===== src/rtl/trap_pkg.sv =====
package trap_pkg;
  typedef enum logic [1:0] {
    CAUSE_IRQ   = 2'd0,
    CAUSE_UNDEF = 2'd1,
    CAUSE_OVF   = 2'd2,
    CAUSE_SYS   = 2'd3
  } cause_e;

  localparam int STG_IF  = 0;
  localparam int STG_ID  = 1;
  localparam int STG_EX  = 2;
  localparam int STG_MEM = 3;
  localparam int N_FLUSH = 4;

  typedef logic [1:0] stage_t;
endpackage


===== src/rtl/trap_arbiter.sv =====
module trap_arbiter
  import trap_pkg::*;
#(
  parameter int PC_W = 32
) (
  input  logic            busy,
  input  logic            ie,
  input  logic [PC_W-1:0] if_pc,
  input  logic            id_valid,
  input  logic [PC_W-1:0] id_pc,
  input  logic            id_undef,
  input  logic            id_eret,
  input  logic            ex_valid,
  input  logic [PC_W-1:0] ex_pc,
  input  logic            ex_ovf,
  input  logic            ex_sys,
  input  logic            irq,
  output logic            take,
  output logic            ret,
  output cause_e          code,
  output logic [PC_W-1:0] pc,
  output stage_t          victim
);
  logic ex_hit, int_hit, id_hit;

  // Oldest first: execute fault, then interrupt boundary, then decode fault.
  assign ex_hit  = !busy && ex_valid && (ex_ovf || ex_sys);
  assign int_hit = !busy && irq && ie && !ex_hit;
  assign id_hit  = !busy && id_valid && id_undef && !ex_hit && !int_hit;
  assign take    = ex_hit || int_hit || id_hit;
  assign ret     = !busy && id_valid && id_eret && !take;

  always_comb begin
    code   = CAUSE_IRQ;
    pc     = if_pc;
    victim = stage_t'(STG_IF);
    if (ex_hit) begin
      code   = ex_ovf ? CAUSE_OVF : CAUSE_SYS;
      pc     = ex_pc;
      victim = stage_t'(STG_EX);
    end else if (int_hit) begin
      code = CAUSE_IRQ;
      if (ex_valid) begin
        pc     = ex_pc;
        victim = stage_t'(STG_EX);
      end else if (id_valid) begin
        pc     = id_pc;
        victim = stage_t'(STG_ID);
      end
    end else if (id_hit) begin
      code   = CAUSE_UNDEF;
      pc     = id_pc;
      victim = stage_t'(STG_ID);
    end
  end
endmodule


===== src/rtl/trap_state.sv =====
module trap_state
  import trap_pkg::*;
#(
  parameter int PC_W = 32
) (
  input  logic            clk,
  input  logic            rst,
  input  logic            take,
  input  cause_e          code,
  input  logic [PC_W-1:0] pc,
  input  logic            ie_set,
  output logic [PC_W-1:0] epc,
  output cause_e          cause,
  output logic            ie
);
  always_ff @(posedge clk) begin
    if (rst) begin
      epc   <= '0;
      cause <= CAUSE_IRQ;
      ie    <= 1'b0;
    end else begin
      if (take) begin
        epc   <= pc;
        cause <= code;
        ie    <= 1'b0;
      end else if (ie_set) begin
        ie <= 1'b1;
      end
    end
  end

  AST_IE_CLEARED: assert property (@(posedge clk) disable iff (rst)
    take |=> !ie);
  AST_STATE_HELD: assert property (@(posedge clk) disable iff (rst)
    !take |=> ($stable(epc) && $stable(cause)));
endmodule


===== src/rtl/trap_steer.sv =====
module trap_steer
  import trap_pkg::*;
#(
  parameter int              PC_W       = 32,
  parameter logic [PC_W-1:0] HANDLER_PC = 'h100
) (
  input  logic               clk,
  input  logic               rst,
  input  logic               take,
  input  logic               ret,
  input  stage_t             victim,
  input  logic [PC_W-1:0]    epc,
  output logic [N_FLUSH-1:0] flush,
  output logic               redirect,
  output logic [PC_W-1:0]    redirect_pc
);
  logic [N_FLUSH-1:0] trap_mask;
  logic [N_FLUSH-1:0] ret_mask;

  // The victim advances one stage before the flush lands, so kill up to victim+1.
  for (genvar k = 0; k < N_FLUSH; k++) begin : g_mask
    assign trap_mask[k] = (k <= int'(victim) + 1);
    assign ret_mask[k]  = (k <= STG_ID);
  end

  always_ff @(posedge clk) begin
    if (rst) begin
      flush       <= '0;
      redirect    <= 1'b0;
      redirect_pc <= '0;
    end else begin
      redirect <= take || ret;
      if (take) begin
        flush       <= trap_mask;
        redirect_pc <= HANDLER_PC;
      end else if (ret) begin
        flush       <= ret_mask;
        redirect_pc <= epc;
      end else begin
        flush <= '0;
      end
    end
  end

  AST_REDIRECT_PULSE: assert property (@(posedge clk) disable iff (rst)
    redirect |=> !redirect);
  AST_FLUSH_PAIRED: assert property (@(posedge clk) disable iff (rst)
    (flush != '0) == redirect);
  AST_FLUSH_THERMO: assert property (@(posedge clk) disable iff (rst)
    redirect |-> (flush[0] && flush[1] && !(flush[3] && !flush[2])));
endmodule


===== src/rtl/trap_capture.sv =====
module trap_capture
  import trap_pkg::*;
#(
  parameter int              PC_W       = 32,
  parameter logic [PC_W-1:0] HANDLER_PC = 'h100
) (
  input  logic            clk,
  input  logic            rst,
  input  logic [PC_W-1:0] if_pc_i,
  input  logic            id_valid_i,
  input  logic [PC_W-1:0] id_pc_i,
  input  logic            id_undef_i,
  input  logic            id_eret_i,
  input  logic            ex_valid_i,
  input  logic [PC_W-1:0] ex_pc_i,
  input  logic            ex_ovf_i,
  input  logic            ex_sys_i,
  input  logic            irq_i,
  input  logic            ie_set_i,
  output logic [PC_W-1:0] epc_o,
  output logic [1:0]      cause_o,
  output logic            ie_o,
  output logic [3:0]      flush_o,
  output logic            redirect_o,
  output logic [PC_W-1:0] redirect_pc_o
);
  logic            take, ret;
  cause_e          code, cause_q;
  logic [PC_W-1:0] cand_pc;
  stage_t          victim;

  trap_arbiter #(.PC_W(PC_W)) u_arb (
    .busy(redirect_o), .ie(ie_o), .if_pc(if_pc_i),
    .id_valid(id_valid_i), .id_pc(id_pc_i), .id_undef(id_undef_i), .id_eret(id_eret_i),
    .ex_valid(ex_valid_i), .ex_pc(ex_pc_i), .ex_ovf(ex_ovf_i), .ex_sys(ex_sys_i),
    .irq(irq_i), .take(take), .ret(ret), .code(code), .pc(cand_pc), .victim(victim)
  );

  trap_state #(.PC_W(PC_W)) u_state (
    .clk(clk), .rst(rst), .take(take), .code(code), .pc(cand_pc),
    .ie_set(ie_set_i), .epc(epc_o), .cause(cause_q), .ie(ie_o)
  );

  trap_steer #(.PC_W(PC_W), .HANDLER_PC(HANDLER_PC)) u_steer (
    .clk(clk), .rst(rst), .take(take), .ret(ret), .victim(victim), .epc(epc_o),
    .flush(flush_o), .redirect(redirect_o), .redirect_pc(redirect_pc_o)
  );

  assign cause_o = cause_q;

  AST_EX_FAULT_KILLS_WB: assert property (@(posedge clk) disable iff (rst)
    (!redirect_o && ex_valid_i && (ex_ovf_i || ex_sys_i))
      |=> (flush_o == 4'b1111 && cause_o != 2'd0 && cause_o != 2'd1));
  AST_IRQ_MASKED: assert property (@(posedge clk) disable iff (rst)
    (!ie_o && !(ex_valid_i && (ex_ovf_i || ex_sys_i)) &&
     !(id_valid_i && (id_undef_i || id_eret_i))) |=> !redirect_o);
  AST_HANDLER_TARGET: assert property (@(posedge clk) disable iff (rst)
    (redirect_o && flush_o[2]) |-> (redirect_pc_o == HANDLER_PC));
  AST_BUSY_IGNORES: assert property (@(posedge clk) disable iff (rst)
    redirect_o |=> ($stable(epc_o) && $stable(cause_o)));
endmodule


===== config.mk =====
export PLATFORM = sky130hd
export DESIGN_NAME = trap_capture
export DESIGN_NICKNAME = d
export VERILOG_FILES = /design/src/rtl/trap_pkg.sv /design/src/rtl/trap_arbiter.sv /design/src/rtl/trap_state.sv /design/src/rtl/trap_steer.sv /design/src/rtl/trap_capture.sv
export SDC_FILE = /design/constraint.sdc
export NUM_CORES = 1
export LEC_CHECK = 0
export BUFFER_PORTS_ARGS = -buffer_cell sky130_fd_sc_hd__clkbuf_2
export CORE_AREA = 2 2 66 130
export CTS_BUF_LIST = sky130_fd_sc_hd__clkbuf_16
export DETAILED_ROUTE_END_ITERATION = 7
export DIE_AREA = 0 0 68 132
export GPL_TIMING_DRIVEN = 0
export PLACE_DENSITY_LB_ADDON = 0.12
export SYNTH_ARGS = -nofsm -noshare
export SYNTH_HDL_FRONTEND = slang
export SYNTH_SLANG_ARGS = --single-unit
export TNS_END_PERCENT = 20

===== constraint.sdc =====
create_clock -name clk -period 4.6 [get_ports clk]
set_input_delay 0.92 -clock clk [delete_from_list [all_inputs] [get_ports clk]]
set_output_delay 0.92 -clock clk [all_outputs]
set_load 0.01 [all_outputs]

Word level (Yosys, flattened, before mapping)
Cells that the tools add are included.
{ "word_totals": {"regBits": 72, "latchBits": 0, "ramBits": 0, "romBits": 0, "input_bits": 106, "out_inout_bits": 72, "word_cells": 50, "mem_count": 0} }
{ "classes": {"addsub": 1, "mul": 0, "n_div": 0, "order_cmp": 4, "n_eq_ne": 0, "shifts": 0, "mux": 17, "n_bitwise": 0, "reduce_logical": 21} }
{ "ops": {"columns": ["operator", "n"], "rows": [
  ["32-bit 2-to-1 mux", 5],
  ["3-bit by 32-bit <= comparator with 1-bit output, first input constant", 2],
  ["2-bit by 32-bit <= comparator with 1-bit output, first input constant", 1],
  ["9-bit 2-to-1 mux", 2],
  ["2-bit 2-to-1 mux", 6],
  ["1-bit logical AND", 11],
  ["1-bit logical NOT", 4],
  ["1-bit logical OR", 4],
  ["4-bit 2-to-1 mux", 1],
  ["2-bit by 1-bit adder with 3-bit output, second input constant", 1],
  ["1-bit by 3-bit <= comparator with 1-bit output, first input constant", 1],
  ["1-bit 2-to-1 mux", 3],
  ["2-bit nonzero test", 1],
  ["2-bit OR reduction", 1]
]} }

Depth between registers and ports, before layout
Gate-level depths: netlist (run 1).
{ "logic_depth": {"word_depth": 13, "depth_mapped": 7, "ltp_nobuf": 4} }

Cells and area by module
Synthesis (run 1) repeated with hierarchy kept, for this count alone.
{ "unflattened": {"hier_cells": 379, "hier_area_um2": 3639.7} }
{ "by_module_without_submodules": {"columns": ["mod", "instances", "cells_per_inst", "area_per_inst_um2", "seq_area_each_um2"], "rows": [
  ["trap_steer", 1, 117, 1305.0, 720.7],
  ["trap_state", 1, 113, 1266.2, 700.7],
  ["trap_arbiter", 1, 149, 1068.5, 0.0]
]} }

Worst setup path after synthesis (run 1)
No wires, ideal clock.
{ "synth_path": {"kind": "input to register", "start": "in id_valid_i", "end": "reg u_state.epc[10]", "setup_time_ns": 0.118, "arrival_ns": 1.868, "required_ns": 4.482, "path_slack_ns": 2.615, "cell_stages": 6, "path_buffers": 2, "path_cell_list": "or2_2 -> clkbuf_1 -> buf_2 -> o21a_1 -> o221ai_1 -> o2bb2ai_1"} }
{ "synth_between": {"elab_chain_cells": 7, "elab_cells_between_ends": 10, "cone_classes": "5 x mux; 5 x reduce/logical"} }
{ "synth_lines": {"columns": ["element", "line", "text"], "rows": [
  ["start, declared", "trap_capture.sv:10", "input logic id_valid_i,"],
  ["1-bit logical AND (4 in a row)", "trap_arbiter.sv:29", "assign id_hit = !busy && id_valid && id_undef && !ex_hit && !int_hit;"],
  ["32-bit 2-to-1 mux", "trap_arbiter.sv:50", "end else if (id_hit) begin"],
  ["32-bit 2-to-1 mux", "trap_arbiter.sv:41", "end else if (int_hit) begin"],
  ["32-bit 2-to-1 mux", "trap_arbiter.sv:37", "if (ex_hit) begin"],
  ["end signal, assigned", "trap_state.sv:23", "epc <= pc;"],
  ["end, declared", "trap_state.sv:12", "output logic [PC_W-1:0] epc,"]
]} }
Parallel ways exist; a longest one is shown, timed or not.
A chain may end at the register's enable or synchronous reset.

==> results of run 1 <==
==> report_power, final <==
part / internal (mW) / switching, mW
clock network: 0.476 / 0.265
registers: 0.664 / 0.0474
logic: 0.146 / 0.178
total: 1.29 / 0.491
==> stage by stage <==
| step | power [mW] | area (sq um) | util [%] | std cells |
|---|---|---|---|---|
| after floorplan | 0.884 | 3100 | - | 305 |
| after global placement | 1.04 | 4110 | 51.7 | 578 |
| after detailed placement | 1.05 | 4110 | 51.7 | 578 |
| after CTS | 1.79 | 4430 | 55.7 | 594 |
| after global routing | 1.85 | 4430 | 55.7 | 594 |
| final | 1.78 | 4430 | 55.7 | 594 |
==> cells by family (layout without fill, tap and decap cells) <==
kind of cell	Yosys count	after routing	synth area share, %
AOI/OAI and AO/OA	138	138	39.7
muxes	2	2	0.686
and+or+nand+nor	55	55	7.79
DFF	70	70	45.2
buffers and inverters	40	233	6.62
==> routing by layer <==
layer	track usage, %	up-vias	wire [microns]
li1	-	1582	-
met4	11.3	0	250
met2	43.9	139	5830
met3	4.18	17	604
met1	27.8	1595	4250
met5	0	-	0
==> registers in the layout (all words and copies together), names as in the netlist <==
name                 flops
u_state.cause            2
u_state.epc             32
u_state.ie               1
u_steer.flush            3
u_steer.redirect_pc     32
==> cell usage after synthesis (2+ instances only) <==
master / n / share of area [%]
nand2_1: 5 / 0.61
buf_2: 23 / 3.7
dfxtp_1: 70 / 45
nor2_1: 38 / 4.6
buf_4: 7 / 1.7
o2bb2ai_1: 31 / 8.8
o221a_2: 30 / 11
a21oi_1: 4 / 0.65
nor2b_1: 2 / 0.40
inv_1: 2 / 0.24
or3b_2: 2 / 0.57
o21a_1: 32 / 7.8
o221ai_1: 31 / 8.8
clkbuf_1: 8 / 0.97
and2_1: 2 / 0.40
==> final cells by class <==
cell class | instances | area, sq um | share of cell area [%]
Inverter | 2 | 7.51 | 0.170
Clock inverter | 7 | 97.6 | 2.20
Tap cell | 96 | 120 | 2.71
Clock buffer | 9 | 225 | 5.09
Sequential cell | 70 | 1400 | 31.6
Timing Repair Buffer | 177 | 886 | 20.0
Buffer | 38 | 198 | 4.46
Multi-Input combinational cell | 195 | 1490 | 33.7
==> critical path, stage by stage <==
cell and delay, ps:
clkbuf_2 150, nor2_1 430, clkbuf_1 450, o221ai_1 250
o2bb2ai_1 180
==> worst paths after layout <==
path                                   endpoint  cells past startpoint
worst max-delay path            u_state.epc[31]                      5
worst min-delay path            u_state.epc[17]                      1
worst max register to register  u_state.epc[31]                      5
worst min register to register  u_state.epc[17]                      1
==> results.sh, run 1 <==
export IMPL_min_from="u_state.epc[17]"
export IMPL_postCtsHoldBufs=0
export IMPL_cts_resized=0
export IMPL_dr_pass1_iters=4
export IMPL_cts_root_buf="clkbuf_16"
export IMPL_mostFrequentLayoutCells="clkbuf_2 (177), dfxtp_1 (70), nor2_1 (38), o21a_1 (32)"
export IMPL_reg2reg_slack_ps=2730
export IMPL_initial_core_util_pct=39.0
export IMPL_grt_total_usage_pct=24.9
export IMPL_cp_start_kind="input port"
export IMPL_crit_reg2reg_launch="u_steer.flush[0]"
export IMPL_fin_crit_ps=2120
export IMPL_synth_nets=411
export IMPL_io_buffers=177
export IMPL_n_antenna_cell=0
export IMPL_ys_seq_area_share_pct=45.2
export IMPL_worstPathRequired_ps=4860
export IMPL_hp_class="flip-flop to flip-flop"
export IMPL_htreeDepth=3
export IMPL_ant_nets=0
export IMPL_synthToLayoutAreaGrowth_pct=42.9
export IMPL_setup_slack_ps=2480
export IMPL_fmax_mhz=472
export IMPL_path_class="input port to flip-flop"
export IMPL_fin_tns_setup_ps=0
export IMPL_cts_made_buffers=9
export IMPL_power_leakage_nw=2.04
export IMPL_clk_pin_slew_ps=60
export IMPL_grt_overflow_total=0
export IMPL_p_per_area_nw_per_um2=401
export IMPL_cts_sinks=70
export IMPL_pre_cts_ws_ps=2150
export IMPL_drive_above_1_share_pct=52.0
export IMPL_viasPerCell=5.61
export IMPL_rows=46
export IMPL_gp_congestion=0.845
export IMPL_synth_warnings=0
export IMPL_via_count=3333
export IMPL_fp_dieArea_sq_um=8980
export IMPL_finalNetCount=599
export IMPL_syn_inst=305
export IMPL_skew_ps=4.12
export IMPL_cts_tree="built"
export IMPL_cts_setup_buffers=0
export IMPL_finalMaxSlewViolations=0
export IMPL_grt_pass1_vias=3341
export IMPL_syn_area_sq_um=3100
export IMPL_drt_wl_total_mm=10.9
export IMPL_final_common_cell="clkbuf_2"
export IMPL_arrival_ps=2380
export IMPL_yosys_cell_types_count=33
export IMPL_synthFlopType="dfxtp_1"
export IMPL_hold_viol=0
export IMPL_async_flop_share_pct=0
export IMPL_max_slew_margin_pct=62.2
export IMPL_antenna_found_initial=0
export IMPL_coreArea_sq_um=7940
export IMPL_wire_per_inst_microns=18.4
export IMPL_grt_pass1_wl_mm=16.9
export IMPL_syn_area_per_cell_sq_um=10.2
export IMPL_ys_seq_elements=70
export IMPL_max_slew_worst_pin_slew_ps=567
export IMPL_cts_buffer_depth=2
export IMPL_startpoint="rst"
export IMPL_status="complete, no violations"
export IMPL_synth_edff_count=0
export IMPL_grt_max_degree=14
export IMPL_die_y_microns=132
export IMPL_post_dp_hpwl_mm=8.26
export IMPL_finalSetupViolations=0
export IMPL_maxCapViolations=0
export IMPL_cp_end_kind="flip-flop"
export IMPL_fillers=775
export IMPL_drc=0
export IMPL_drt_iter0_markers=171
export IMPL_ioPinCount=178
export IMPL_final_period_utilization_pct=46.1
export IMPL_peakVddDrop_v=0.000330
export IMPL_rsz0062_at_grt="no"
export IMPL_worst_hold_slack_ps=488
export IMPL_clock_latency_ps=330
export IMPL_path_max_fanout=10
export IMPL_die_w_microns=68
Note: power is estimated with default switching activity, not from simulation.
==> inputs of run 2 (changes only) <==
Clock period 4.6 ns to 1.9 ns, I/O delays scaled along.
==> run 2 against run 1 <==
Clock skew is essentially flat. Setup slack worse by 2300 ps. Sequential share of layout area hardly changed. Via count is 0.12% lower. Die area unchanged. Critical path type is now flip-flop to flip-flop. Critical endpoint is now u_steer.redirect_pc[21].
==> results.sh, run 2 (same netlist as run 1, synthesis figures left out) <==
export IMPL_mostFrequentLayoutCells="clkbuf_2 (179), dfxtp_1 (70), nor2_1 (37), o21a_1 (32)"
export IMPL_top_regs="u_state.epc x32, u_steer.redirect_pc x32, u_steer.flush x3"
export IMPL_max_slew_worst_pin_slew_ps=567
export IMPL_hp_class="input port to flip-flop"
export IMPL_status="complete, no violations"
export IMPL_p_per_area_nw_per_um2=971
export IMPL_ff_latch_area_sq_um=1400
export IMPL_finalNetCount=599
export IMPL_final_period_utilization_pct=92.8
export IMPL_htreeDepth=3
export IMPL_post_dp_hpwl_mm=8.26
export IMPL_final_cells=594
export IMPL_io_buffers=177
export IMPL_power_leakage_nw=2.04
export IMPL_final_common_cell="clkbuf_2"
export IMPL_clk_pin_slew_ps=60
export IMPL_ant_nets=0
export IMPL_cts_tree="built"
export IMPL_die_y_microns=132
export IMPL_power_total_mw=4.31
export IMPL_gp_congestion=0.845
export IMPL_r2r_cells=7
export IMPL_grt_pass1_wl_mm=16.9
export IMPL_initial_core_util_pct=39.0
export IMPL_ioPinCount=178
export IMPL_fin_crit_ps=1760
export IMPL_fin_area_sq_um=4430
export IMPL_viasPerCell=5.60
export IMPL_skew_ps=4.60
export IMPL_hold_viol=0
export IMPL_drive_above_1_share_pct=52.6
export IMPL_place_area_sq_um=4110
export IMPL_cts_sinks=70
export IMPL_fmax_mhz=567
export IMPL_arrival_ps=1990
export IMPL_grt_total_usage_pct=24.9
export IMPL_fp_dieArea_sq_um=8980
export IMPL_fillers=772
export IMPL_cp_end_kind="flip-flop"
export IMPL_cp_start_kind="flip-flop"
export IMPL_clock_latency_ps=330
export IMPL_finalSetupViolations=0
export IMPL_grt_overflow_total=0
export IMPL_place_inst=578
export IMPL_path_max_fanout=10
export IMPL_cts_root_buf="clkbuf_16"
export IMPL_drt_wl_total_mm=10.9
export IMPL_cts_setup_buffers=0
export IMPL_peakVddDrop_v=0.000804
export IMPL_multi_input_comb_area_sq_um=1500
export IMPL_antenna_found_initial=0
export IMPL_worstPathRequired_ps=2120
export IMPL_max_slew_margin_pct=62.2
export IMPL_via_count=3329
export IMPL_grt_max_degree=14
export IMPL_drt_iter0_markers=175
export IMPL_grt_pass1_vias=3341
export IMPL_synthToLayoutAreaGrowth_pct=43.0
export IMPL_rows=46
export IMPL_finalMaxSlewViolations=0
export IMPL_dr_pass1_iters=4
export IMPL_die_w_microns=68
export IMPL_drc=0
export IMPL_coreArea_sq_um=7940
export IMPL_cts_buffer_depth=2
export IMPL_hold_depth=2
export IMPL_maxCapViolations=0
export IMPL_wire_per_inst_microns=18.4
export IMPL_postCtsHoldBufs=0
export IMPL_path_class="flip-flop to flip-flop"
export IMPL_cts_made_buffers=9
export IMPL_n_antenna_cell=0
export IMPL_rsz0062_at_grt="no"
## run 2: report_power, final
group | switching (mW) | internal, mW | total (mW)
combinational | 0.430 | 0.355 | 0.784
sequential | 0.115 | 1.61 | 1.72
clock | 0.648 | 1.15 | 1.80
total | 1.19 | 3.11 | 4.31
## run 2: timing repair
| item | CTS | global route |
|---|---|---|
| hold endpoints to repair | 0 | 0 |
| setup endpoints to repair | 1 | 19 |
| resized for setup | 1 | 3 |
## run 2: worst paths after layout
kind                                       start  slack (ps)                      end
worst min-delay path                    ie_set_i         250               u_state.ie
worst min register to register   u_state.epc[17]         490          u_state.epc[17]
worst max register to register  u_steer.flush[0]         140  u_steer.redirect_pc[21]
worst max-delay path            u_steer.flush[0]         140  u_steer.redirect_pc[21]
## run 2: cell type report
cell class,instances,area share (%)
flip-flops and latches,70,31.6
repair buffers,177,20.0
plain buffers,38,4.52
well taps,96,2.71
inverters,2,0.169
clock inverters,7,2.20
multi-input cells,195,33.7
clock buffers,9,5.08
## run 2: critical path, stage by stage, from the launching register on
cell and delay [ps]:
dfxtp_1 330, buf_2 170, nor2b_1 190, and2_1 150
buf_2 180, nand2_1 140, buf_2 220, o221a_2 260
## run 2: routing by layer
layer	global-route usage [%]	vias up	wire length, microns
met5	0	-	0
met4	11.3	0	242
met3	4.18	16	613
met2	44.1	138	5840
met1	27.7	1593	4220
li1	-	1582	-
## run 2: through the flow
stage / hold slack, ps / setup slack [ps] / util, % / TNS [ps]
floorplan: 449 / 374 / - / 0
global route: 244 / 5.64 / 55.8 / 0
finish: 251 / 137 / 55.8 / 0
CTS: 243 / 54.3 / 55.8 / 0
global placement: 474 / 23.1 / 51.7 / 0
detailed placement: 481 / -5.26 / 51.7 / -5.26
